$ cat src/rtl/afb_pkg.sv
`timescale 1ns/1ps
package afb_pkg;
    typedef enum logic {
        ERR_CLEAR = 1'b0,
        ERR_HELD  = 1'b1
    } err_state_t;
endpackage

$ cat src/rtl/afb_err_cell.sv
`timescale 1ns/1ps
module afb_err_cell
    import afb_pkg::*;
(
    input  logic clk,
    input  logic rst_n,
    input  logic evt,
    input  logic clr,
    output logic flag
);
    err_state_t state_q, state_d;

    always_ff @(posedge clk or negedge rst_n) begin
        if (!rst_n) state_q <= ERR_CLEAR;
        else        state_q <= state_d;
    end

    // Next state: an event always wins over a same-cycle clear.
    always_comb begin
        state_d = state_q;
        unique case (state_q)
            ERR_CLEAR: if (evt)         state_d = ERR_HELD;
            ERR_HELD:  if (clr && !evt) state_d = ERR_CLEAR;
            default:                    state_d = ERR_CLEAR;
        endcase
    end

    always_comb begin
        flag = (state_q == ERR_HELD);
    end
endmodule

$ cat src/rtl/afb_fifo.sv
`timescale 1ns/1ps
module afb_fifo #(
    parameter int W            = 24,
    parameter int DEPTH        = 8,
    parameter bit HALF_IS_FULL = 1'b0
) (
    input  logic         clk,
    input  logic         rst_n,
    input  logic         push,
    input  logic [W-1:0] push_data,
    input  logic         pop,
    output logic [W-1:0] head,
    output logic         full,
    output logic         empty,
    output logic         half
);
    localparam int PW   = (DEPTH > 1) ? $clog2(DEPTH) : 1;
    localparam int CW   = $clog2(DEPTH + 1);
    localparam int HALF = DEPTH / 2;

    logic [W-1:0]  mem [DEPTH];
    logic [PW-1:0] wp, rp;
    logic [CW-1:0] cnt;
    logic          push_ok, pop_ok;

    function automatic logic [PW-1:0] ptr_inc(input logic [PW-1:0] p);
        return (p == PW'(DEPTH - 1)) ? '0 : p + PW'(1);
    endfunction

    // Pushes on full and pops on empty are dropped here.
    assign push_ok = push && !full;
    assign pop_ok  = pop && !empty;

    always_ff @(posedge clk) begin
        if (push_ok) mem[wp] <= push_data;
    end

    always_ff @(posedge clk or negedge rst_n) begin
        if (!rst_n) begin
            wp  <= '0;
            rp  <= '0;
            cnt <= '0;
        end else begin
            if (push_ok) wp <= ptr_inc(wp);
            if (pop_ok)  rp <= ptr_inc(rp);
            unique case ({push_ok, pop_ok})
                2'b10:   cnt <= cnt + CW'(1);
                2'b01:   cnt <= cnt - CW'(1);
                default: cnt <= cnt;
            endcase
        end
    end

    assign full  = (cnt == CW'(DEPTH));
    assign empty = (cnt == '0);
    assign head  = empty ? '0 : mem[rp];

    generate
        if (HALF_IS_FULL) begin : g_half_full
            assign half = (cnt >= CW'(HALF));
        end else begin : g_half_empty
            assign half = ((CW'(DEPTH) - cnt) >= CW'(HALF));
        end
    endgenerate
endmodule

$ cat src/rtl/afb_bank.sv
`timescale 1ns/1ps
module afb_bank #(
    parameter int   NCH    = 3,
    parameter int   DATA_W = 24,
    parameter int   DEPTH  = 8,
    localparam int  SEL_W  = (NCH > 1) ? $clog2(NCH) : 1,
    localparam int  STAT_W = 8 * NCH
) (
    input  logic                  clk,
    input  logic                  rst_n,
    input  logic                  host_wr_en,
    input  logic [SEL_W-1:0]      host_wr_sel,
    input  logic [DATA_W-1:0]     host_wr_data,
    input  logic                  host_rd_en,
    input  logic [SEL_W-1:0]      host_rd_sel,
    output logic [DATA_W-1:0]     host_rd_data,
    input  logic [NCH-1:0]        ser_tx_pop,
    output logic [NCH*DATA_W-1:0] ser_tx_data,
    input  logic [NCH-1:0]        ser_rx_push,
    input  logic [NCH*DATA_W-1:0] ser_rx_data,
    input  logic                  stat_wr_en,
    input  logic [STAT_W-1:0]     stat_wr_data,
    output logic [STAT_W-1:0]     stat_rd,
    output logic                  err_any
);
    logic [NCH-1:0]    tx_full, tx_empty, tx_half;
    logic [NCH-1:0]    rx_full, rx_empty, rx_half;
    logic [NCH-1:0]    tx_req, rx_req;
    logic [NCH-1:0]    ovf_q, unf_q;
    logic [DATA_W-1:0] rx_head [NCH];

    generate
        for (genvar c = 0; c < NCH; c++) begin : g_ch
            assign tx_req[c] = host_wr_en && (host_wr_sel == SEL_W'(c));
            assign rx_req[c] = host_rd_en && (host_rd_sel == SEL_W'(c));

            afb_fifo #(.W(DATA_W), .DEPTH(DEPTH), .HALF_IS_FULL(1'b0)) u_tx (
                .clk      (clk),
                .rst_n    (rst_n),
                .push     (tx_req[c]),
                .push_data(host_wr_data),
                .pop      (ser_tx_pop[c]),
                .head     (ser_tx_data[c*DATA_W +: DATA_W]),
                .full     (tx_full[c]),
                .empty    (tx_empty[c]),
                .half     (tx_half[c])
            );

            afb_fifo #(.W(DATA_W), .DEPTH(DEPTH), .HALF_IS_FULL(1'b1)) u_rx (
                .clk      (clk),
                .rst_n    (rst_n),
                .push     (ser_rx_push[c]),
                .push_data(ser_rx_data[c*DATA_W +: DATA_W]),
                .pop      (rx_req[c]),
                .head     (rx_head[c]),
                .full     (rx_full[c]),
                .empty    (rx_empty[c]),
                .half     (rx_half[c])
            );

            afb_err_cell u_ovf (
                .clk  (clk),
                .rst_n(rst_n),
                .evt  (tx_req[c] && tx_full[c]),
                .clr  (stat_wr_en && !stat_wr_data[c]),
                .flag (ovf_q[c])
            );

            afb_err_cell u_unf (
                .clk  (clk),
                .rst_n(rst_n),
                .evt  (rx_req[c] && rx_empty[c]),
                .clr  (stat_wr_en && !stat_wr_data[NCH + c]),
                .flag (unf_q[c])
            );
        end
    endgenerate

    always_comb begin
        host_rd_data = '0;
        for (int i = 0; i < NCH; i++) begin
            if (host_rd_sel == SEL_W'(i)) host_rd_data = rx_head[i];
        end
    end

    assign stat_rd = {rx_half, rx_empty, rx_full, tx_half, tx_empty, tx_full, unf_q, ovf_q};
    assign err_any = |{ovf_q, unf_q};
endmodule

$ cat config.mk
export PLATFORM = sky130hd
export DESIGN_NAME = afb_bank
export DESIGN_NICKNAME = d
export VERILOG_FILES = /design/src/rtl/afb_pkg.sv /design/src/rtl/afb_err_cell.sv /design/src/rtl/afb_fifo.sv /design/src/rtl/afb_bank.sv
export SDC_FILE = /design/constraint.sdc
export NUM_CORES = 1
export LEC_CHECK = 0
export BUFFER_PORTS_ARGS = -buffer_cell sky130_fd_sc_hd__buf_4
export CORE_UTILIZATION = 60
export CTS_BUF_LIST = sky130_fd_sc_hd__clkbuf_2 sky130_fd_sc_hd__clkbuf_4 sky130_fd_sc_hd__clkbuf_8
export CTS_CLUSTER_DIAMETER = 40
export DETAILED_ROUTE_END_ITERATION = 10
export PLACE_DENSITY_LB_ADDON = 0.3
export SYNTH_ARGS = -nofsm -noshare
export SYNTH_HDL_FRONTEND = slang
export SYNTH_SLANG_ARGS = --single-unit
$ cat constraint.sdc
create_clock -name clk -period 5.34 [get_ports clk]
set_input_delay 1.335 -clock clk [delete_from_list [all_inputs] [get_ports clk]]
set_output_delay 1.335 -clock clk [all_outputs]
set_load 0.02 [all_outputs]
### After elaboration in Yosys (flattened, before gate mapping)

Memory sizes are Yosys's and may differ from the RTL's.
Index checks and enable logic that the tools add are counted.

* register bits: 66
* bits in writable memories: 1152
* bits of input ports: 135
* output and inout bits: 121
* word-level logic and storage cells: 235
* memories: 6

* add/subtract/negate cells: 27
* magnitude comparators: 6
* equality and inequality tests: 34
* muxes and demuxes: 57
* bitwise operators: 6
* reductions and logical operators: 75

Memory list
* g_ch[0].u_rx.mem: depth 8, bits a word 24, read ports 1, clocked after Yosys merged registers in 0, write ports 1, RTL line afb_fifo.sv:21 `logic [W-1:0] mem [DEPTH];`
* g_ch[0].u_tx.mem: depth 8, bits a word 24, read ports 1, clocked after Yosys merged registers in 0, write ports 1, RTL line afb_fifo.sv:21
* g_ch[1].u_rx.mem: depth 8, bits a word 24, read ports 1, clocked after Yosys merged registers in 0, write ports 1, RTL line afb_fifo.sv:21
* g_ch[1].u_tx.mem: depth 8, bits a word 24, read ports 1, clocked after Yosys merged registers in 0, write ports 1, RTL line afb_fifo.sv:21
* g_ch[2].u_rx.mem: depth 8, bits a word 24, read ports 1, clocked after Yosys merged registers in 0, write ports 1, RTL line afb_fifo.sv:21
* g_ch[2].u_tx.mem: depth 8, bits a word 24, read ports 1, clocked after Yosys merged registers in 0, write ports 1, RTL line afb_fifo.sv:21

Operators by type and width (number)
* two-way mux 24 bit: 9
* one-hot mux 4 bit (2 select lines): 6
* adder 3 x 1 -> 3 bit (second input constant): 12
* equality test 3 bit (second input constant): 12
* logical AND 1 bit: 36
* two-way mux 3 bit: 12
* adder 4 x 1 -> 4 bit (second input constant): 6
* equality test 4 bit (second input constant): 6
* greater-or-equal comparator 4 x 3 -> 1 bit (second input constant): 6
* logical NOT 1 bit: 24
* logical NOT 4 bit: 6
* two-way mux 1 bit: 24
* subtractor 4 x 1 -> 4 bit (second input constant): 6
* equality test 2 x 1 -> 1 bit (second input constant): 8
* equality test 2 bit (second input constant): 8
* one-hot mux 1 bit (2 select lines): 6
* nonzero test 2 bit: 6
* subtractor 4 bit (first input constant): 3
* inverter 1 bit: 6
* OR reduction 6 bit: 1
* logical NOT 2 bit: 2

### Depth between registers and ports, before layout

Gate-level depths: netlist of the first run.

* depth after elaboration: 7
* depth in mapped cells: 13
* mapped depth without buffers: 11

### Cells and area by module

A second synthesis of the first run with hierarchy kept.

* cells, all modules: 2314
* area total of the unflattened synthesis: 49127.1 µm²

By module, submodules not included
* afb_fifo at g_ch[0].u_tx ...: instances 3, cells an instance 370, area an instance 8016.4 µm², seq. area each 6015.8 µm²
* afb_fifo at g_ch[1].u_rx ...: instances 2, cells an instance 368, area an instance 8017.7 µm², seq. area each 6015.8 µm²
* afb_fifo at g_ch[0].u_rx: instances 1, cells an instance 370, area an instance 7965.1 µm², seq. area each 6015.8 µm²
* afb_bank: instances 1, cells an instance 80, area an instance 859.6 µm², seq. area each 0.0 µm²
* afb_err_cell: instances 6, cells an instance 3, area an instance 36.3 µm², seq. area each 25.0 µm²

### Worst setup path after synthesis of the first run

Ideal clock, no wire load.

* path type: input port to flip-flop
* start point: input host_wr_sel[1]
* end point: memory g_ch[0].u_tx.mem[0][0], enable pin
* library setup time: 466 ps
* data arrival time: 4189 ps
* required time: 4874 ps
* slack: 685 ps
* stages: 4
* buffers on the path: 1
* path through: nor3b_1 -> nand2b_1 -> buf_2 -> nor4_1

* word-level cells in the longest chain between the ends: 5

Ends and longest elaborated chain
* from (decl): RTL line afb_bank.sv:12 `input logic [SEL_W-1:0] host_wr_sel,`
* logical NOT 2 bit: RTL line afb_bank.sv:34 `assign tx_req[c] = host_wr_en && (host_wr_sel == SEL_W'(c));`
* logical AND 1 bit: RTL line afb_bank.sv:34
* logical AND 1 bit: RTL line afb_fifo.sv:31 `assign push_ok = push && !full;`
* two-way mux 1 bit: RTL line afb_fifo.sv:35 `if (push_ok) mem[wp] <= push_data;`
* two-way mux 1 bit (implied by the code): RTL line afb_fifo.sv:35
* to (decl): RTL line afb_fifo.sv:21

No other way between the ends.

### Worst setup path in the final report of the first run

* start point: register g_ch[0].u_rx.rp[0]
* end point: output host_rd_data[4]

* word-level cells in the longest chain between the ends: 5

Ends and longest elaborated chain
* from (decl): RTL line afb_fifo.sv:22 `logic [PW-1:0] wp, rp;`
* from (signal assigned): RTL line afb_fifo.sv:45 `if (pop_ok) rp <= ptr_inc(rp);`
* memory (8 x 24 bit)
* two-way mux 24 bit: RTL line afb_fifo.sv:56 `assign head = empty ? '0 : mem[rp];`
* two-way mux 24 bit (3 in a row): RTL line afb_bank.sv:82 `if (host_rd_sel == SEL_W'(i)) host_rd_data = rx_head[i];`
* to (decl): RTL line afb_bank.sv:16 `output logic [DATA_W-1:0] host_rd_data,`

No other way between the ends.

==> reports/metrics.yaml, run 1 <==
drt:
  met2_length_mm: 53.3
  via_count: 23200
  vias_per_cell: 6.06
  topRoutingLayerUsed: "met5"
  drt-pass1-iter-count: 8
  drtAntennaViolNets: 0
  avgRoutedWirePerCell_microns: 26.1
  drtIter0Drc: 1959
  post-route-drc-count: 0
  wl_met3_mm: 6.75
  wirelength_mm: 99.8
  wl_met1_mm: 37.1
cells_and_area:
  final_layout_size_suffix_gt1_share_pct: 35.1
  nets: 2801
  ff_latch_area_sq_um: 36300
  multi_input_area_sq_um: 11300
  fillers: 4711
  area_delta_synth_final_pct: 14.4
  fin_util_pct: 69.5
setup_path:
  critPathTopFamily: "multiplexers"
  critPathMostFrequentCell: "buf_4"
  slowest_stage: "dfrtp_2"
  cp.required_ns: 4.01
  slowest_delay_ns: 0.85
  worstSetupEndpointType: "primary output"
  cp-start-kind: "flop"
  r2r_cells: 10
  r2r_start: "g_ch[2].u_tx.cnt[2]$_DFFE_PN0P_"
  critical_path_class: "flop to primary output"
  crit_cells: 6
  critPathBufInv: 2
  path_cells: "buf_4 -> mux4_2 -> mux2i_1 -> o22a_1 -> o21ai_1 -> buf_4"
  crit_start: "g_ch[0].u_rx.rp[0]$_DFFE_PN0P_"
  path_max_fanout: 25
  cp.arrival_ns: 3.63
yosys:
  synth_edf_count: 1152
  synth_area_sq_um: 48000
  synth.top_cell.area_share_pct: 72.1
  yosys.cell_types.count: 59
  synthArstFlopShare_pct: 5.42
  synthFlopType: "edfxtp_1"
  yosysSeqAreaShare_pct: 75.5
  synthTopCellsByArea: "edfxtp_1, mux4_2, dfrtp_1"
  synthCells: 2270
  syn-num-nets: 2447
  yosysWarningCount: 0
  yosys_register_bits: 1218
  synth_top_area_cell: "edfxtp_1"
  syn_area_per_cell_sq_um: 21.1
clocking:
  clk_latency_ns: 0.81
  cts_buffers: 186
  post-cts-setup-buffer-count: 0
  cts_resized: 0
  cts.htree.levels: 4
  clkTransAtPathRegs_ns: 0.06
  cts_hold_buf: 0
  cts.sinks: 1218
  clockBufferDepth: 3
  cts_tree: "done"
  root_buffer: "clkbuf_8"
pwr:
  intPower_mw: 19.6
  p_seq_share_pct: 44.5
  power.switching_mw: 9.17
  power_density_nw_per_um2: 525
  swShare_pct: 31.8
  p_clk_share_pct: 25.9
  vdd_ir_drop_max_v: 0.000355
  combPwrFrac_pct: 29.6
  leakage_nw: 18.6
timing:
  skew_ns: 0.0397
  max_slew_margin_pct: 13.0
  hold_violations: 0
  setup_viol_count_final: 0
  fin_crit_ns: 4.96
  period_share_pct: 92.9
  rsz0062_at_grt: "no"
  max_freq_mhz: 201
  finalSetupTns_ns: 0
  slew_violations: 0
  worst_pin_slew_ns: 1.30
status:
  status: "finished clean"
global_route:
  grt_max_degree: 46
  grt_pass1_wl_mm: 149
  antenna_found_initial: 7
  grt_pass1_vias: 24400
  track_usage_pct: 25.1
  grt-ovfl-total: 0
floorplan:
  fp.dieArea_sq_um: 81100
  ios: 256
  die_height_microns: 285
  coreArea_sq_um: 79000
  start_util_pct: 60.7
  fp-row-count: 103
  die_w_microns: 285
hold_path:
  hold_path_class: "input port to asynchronous set/reset pin"
placed_design:
  portBuffers: 237
  gp_congestion: 0.771
  hpwl_mm: 61.3
run:
  max_cap_violations: 0
[power by group through the flow]
stage | sequential (mW) | clock (mW) | combinational [mW]
after detailed placement | 13.0 | 0 | 8.64
after CTS | 12.9 | 7.59 | 8.66
after global placement | 12.9 | 0 | 8.43
after floorplan | 12.1 | 0 | 6.41
final | 12.8 | 7.46 | 8.53
after global routing | 13.0 | 8.00 | 9.08
[kinds of logic (layout without fill, tap and decap cells)]
logic type | count (synthesis) | in the layout | share of synthesized area, %
AOI/OAI and AO/OA | 98 | 98 | 1.34
xor gates and xnor gates | 30 | 30 | 0.548
adders and majority gates | 42 | 42 | 1.10
buffers and inverters | 146 | 639 | 1.51
DFF | 1218 | 1218 | 75.5
muxes | 437 | 437 | 16.7
other | 0 | 10 | 0
and+or+nand+nor | 299 | 299 | 3.25
[cells in the mapped netlist (5+ instances only)]
master,count
edfxtp_1,1152
mux4_2,287
mux2i_1,126
nor2_1,125
dfrtp_1,66
clkbuf_1,50
buf_2,46
nand2_1,45
ha_1,42
nand2b_1,29
buf_4,25
nor3_1,25
xor2_1,22
o21ai_0,19
o21ai_1,19
o22a_1,15
nand3b_1,12
buf_1,11
a21oi_1,10
inv_1,10
mux2_1,10
mux2_2,10
a31oi_1,9
nand3_1,9
and4b_1,8
o2111ai_1,8
xnor2_1,8
a21o_1,6
nor3b_1,6
nand4b_1,5
[placed cells by master (no fill, tap or decap), types with 6 or more instances in the layout]
cell and n:
a21oi_1 10, clkinv_1 33, inv_1 10, nor2_1 95
nand2_1 45, nor2_2 8, xnor2_1 8, o22a_1 15
nor3_1 9, nand3_1 9, mux2i_1 126, mux4_2 287
xor2_1 22, o2111ai_1 8, and4b_1 8, diode_2 10
clkinv_2 26, nand3b_1 12, mux2_1 10, buf_4 298
mux2_2 10, dfrtp_1 54, nor3_2 16, o21ai_0 19
edfxtp_1 1152, a21o_1 6, a31oi_1 9, clkbuf_8 190
clkbuf_4 56, nand2b_1 29, nor3b_1 6, o21ai_1 19
ha_1 42, nor2_4 22, dfrtp_2 11
[per-stage QoR]
step	total power [mW]	cells	hold WS (ns)	setup WS [ns]	instance area, sq um
floorplan	18.5	2270	0.471	0.685	48000
global placement	21.3	3486	0.503	0.918	51200
detailed placement	21.7	3486	0.510	0.889	51200
CTS	29.1	3813	0.416	0.331	54800
global route	30.1	3817	0.457	0.256	54900
finish	28.8	3823	0.464	0.377	54900
[path summary, 6_finish.rpt]
check,slack (ns),to
max,0.38,host_rd_data[4]
min,0.46,g_ch[1].u_rx.wp[1]$_DFFE_PN0P_
max reg2reg,1.98,g_ch[2].u_tx.cnt[2]$_DFFE_PN0P_
min reg2reg,0.52,g_ch[0].u_rx.cnt[3]$_DFFE_PN0P_
max in group asynchronous,3.90,g_ch[0].u_rx.rp[1]$_DFFE_PN0P_
min in group clk,0.52,g_ch[0].u_rx.cnt[3]$_DFFE_PN0P_
[sequential cells by signal, summed over array words and instances, names as in the netlist]
name	flops
g_ch.u_rx.rp	9
g_ch.u_rx.mem	576
g_ch.u_unf.flag	3
g_ch.u_tx.mem	576
g_ch.u_tx.wp	9
g_ch.u_rx.cnt	12
g_ch.u_rx.wp	9
g_ch.u_tx.rp	9
g_ch.u_ovf.flag	3
g_ch.u_tx.cnt	12
[layout make-up]
class	instances	area share [%]
sequential	1218	66.1
multi-input combinational	906	20.6
clock buffer	246	5.53
timing repair buffer	300	4.15
tap	1050	2.39
clock inverter	81	1.08
inverter	12	0.0821
antenna	10	0.0456
[layer usage]
metal | track usage (%) | vias to the layer above
met1 | 31.7 | 12100
met2 | 43.5 | 839
met3 | 4.85 | 160
met5 | 0 | -
met4 | 9.18 | 4
li1 | - | 10100
[worst reg2reg max path, stage by stage (launching register included)]
cell      delay [ns]
dfrtp_1         0.48
nor4_4          1.06
nand2b_1        0.35
inv_1           0.13
ha_1            0.28
xor2_1          0.19
ha_1            0.22
a21oi_1         0.15
xor2_1          0.16
nor2_1          0.07
xor2_1          0.14
Power figures use the tool's default switching activity.
==> run 2: changes to the inputs <==
CTS_BUF_LIST = sky130_fd_sc_hd__clkbuf_4   (was sky130_fd_sc_hd__clkbuf_2 sky130_fd_sc_hd__clkbuf_4 sky130_fd_sc_hd__clkbuf_8)
==> reports/metrics.yaml, run 2 (synthesis gave the netlist of run 1 again) <==
setup_path:
  r2r_start: "g_ch[2].u_tx.cnt[2]$_DFFE_PN0P_"
  worstSetupEndpointType: "primary output"
  cp.required_ns: 4.01  # about the same
  critical_path_class: "flop to primary output"
  r2r_end: "g_ch[2].u_tx.cnt[2]$_DFFE_PN0P_"
  cp-start-kind: "flop"
  ff2ff_setup_slack_ns: 1.98  # about the same
  path_max_fanout: 29  # +16%
  r2r_cells: 10  # unchanged
  cp.arrival_ns: 3.66  # +0.03 ns
timing:
  slew_violations: 0  # unchanged
  max_slew_margin_pct: 14.2  # +1.2 points
  max_freq_mhz: 200  # -0.56%
  fin_crit_ns: 4.99  # +0.0277 ns
  rsz0062_at_grt: "no"
  timing.final.ws_setup_ns: 0.349  # -0.0277 ns
  whs_ns: 0.178  # -0.286 ns
  skew_ns: 0.0961  # +0.0564 ns
  worst_pin_slew_ns: 1.29  # -0.0180 ns
  period_share_pct: 93.5  # +0.52 points
  hold_violations: 0  # unchanged
  finalSetupTns_ns: 0  # unchanged
  setup_viol_count_final: 0  # unchanged
pwr:
  intPower_mw: 19.8  # +0.63%
  fin_total_pwr_mw: 29.0  # +0.46%
  leakage_nw: 18.9  # +1.9%
  p_seq_share_pct: 44.2  # -0.3 points
  power.switching_mw: 9.18  # +0.10%
  power_density_nw_per_um2: 526  # about the same
  p_clk_share_pct: 26.2  # +0.3 points
  swShare_pct: 31.7  # -0.11 points
  combPwrFrac_pct: 29.5  # about the same
  vdd_ir_drop_max_v: 0.000381  # +7.2%
placed_design:
  place_worst_setup_slack_ns: 0.889  # unchanged
  gp_congestion: 0.771  # unchanged
  portBuffers: 237  # unchanged
  dpl_cell_area_sq_um: 51200  # unchanged
  hpwl_mm: 61.3  # unchanged
clocking:
  clk_latency_ns: 1.10  # +0.29 ns
  cts_tree: "done"
  clockBufferDepth: 4  # +1
  clkTransAtPathRegs_ns: 0.07  # about the same
  cts.htree.levels: 5  # +1
  cts.sinks: 1218  # unchanged
  cts_buffers: 314  # +69%
  root_buffer: "clkbuf_4"
cells_and_area:
  final_common_cell: "edfxtp_1"
  final_area_sq_um: 55100  # +0.37%
  nets: 2929  # +4.6%
  layout_common_cells: "edfxtp_1, clkbuf_4, buf_4, mux4_2, mux2i_1"
  area_delta_synth_final_pct: 14.8
  reg_top3: "g_ch.u_rx.mem: 576 flops, g_ch.u_tx.mem: 576 flops"
  final_layout_size_suffix_gt1_share_pct: 38.4  # +3.2 points
status:
  status: "finished clean"
global_route:
  grt_pass1_wl_mm: 150  # +1.0%
  track_usage_pct: 25.3  # +0.23 points
  grt-ovfl-total: 0  # unchanged
  grt_max_degree: 46  # unchanged
  grt_pass1_vias: 25500  # +4.6%
  antenna_found_initial: 7  # unchanged
drt:
  wirelength_mm: 101  # +0.72%
  post-route-drc-count: 0  # unchanged
  drt-pass1-iter-count: 7  # -1
  via_count: 23800  # +2.9%
  drtIter0Drc: 1979  # +1.0%
  drtAntennaViolNets: 0  # unchanged
  vias_per_cell: 5.92  # -2.3%
  avgRoutedWirePerCell_microns: 25.0  # -4.4%
floorplan:
  start_util_pct: 60.7  # unchanged
  ios: 256  # unchanged
  fp.dieArea_sq_um: 81100  # unchanged
  die_height_microns: 285  # unchanged
  coreArea_sq_um: 79000  # unchanged
  die_w_microns: 285  # unchanged
  fp-row-count: 103  # unchanged
hold_path:
  hold_path_class: "input port to asynchronous set/reset pin"
run:
  max_cap_violations: 0  # unchanged
-- run 2: per-stage QoR --
step | std cells | util [%]
5_1_grt | 4021 | 69.7
6_report | 4026 | 69.7
3_5_place_dp | 3486 | 64.8
3_3_place_gp | 3486 | 64.8
2_1_floorplan | 2270 | -
4_1_cts | 4018 | 69.7
-- run 2: metal layers --
layer / track usage, % / vias up / routed length (microns)
li1: - / 10500 / -
met1: 30.9 / 12200 / 36500
met2: 43.8 / 985 / 53800
met3: 5.93 / 146 / 7480
met4: 10.0 / 4 / 2630
met5: 0 / - / 24
-- run 2: area by class of cell --
cell class | instances | area, sq um
Fill cell | 4777 | 23900
Inverter | 12 | 45.0
Antenna cell | 8 | 20.0
Timing Repair Buffer | 300 | 2280
Multi-Input combinational cell | 906 | 11300
Sequential cell | 1218 | 36300
Tap cell | 1050 | 1310
Clock buffer | 443 | 3330
Clock inverter | 89 | 509
-- run 2: critical path, stage by stage, from the launching register on --
cell	delay (ns)
dfrtp_4	0.78
buf_4	0.37
mux4_2	0.55
mux2i_1	0.43
o22a_1	0.22
o21ai_1	0.08
buf_4	0.20
-- run 2: worst max-delay path by stage --
stage,startpoint,end,slack (ns),depth (start not counted)
floorplan,host_wr_sel[1],g_ch[0].u_tx.mem[0][0]$_DFFE_PP_,0.69,4
global placement,host_rd_sel[1],host_rd_data[22],0.92,7
detailed placement,host_rd_sel[1],host_rd_data[22],0.89,7
CTS,g_ch[0].u_rx.rp[0]$_DFFE_PN0P_,host_rd_data[4],0.05,6
global route,g_ch[2].u_rx.rp[0]$_DFFE_PN0P_,host_rd_data[11],0.08,6
finish,g_ch[2].u_rx.rp[0]$_DFFE_PN0P_,host_rd_data[11],0.35,6
-- run 2: power by group through the flow --
stage	Sequential, mW	Combinational [mW]	Clock, mW
global placement	12.9	8.43	0
detailed placement	13.0	8.64	0
floorplan	12.1	6.41	0
global route	13.0	9.08	8.27
CTS	12.8	8.67	7.78
finish	12.8	8.55	7.60
-- run 2: what timing repair did --
action,4_1_cts,5_1_grt
gates resized for setup,0,1
endpoints found under the setup margin,0,1
buffers inserted,0,0
hold buffers,0,0
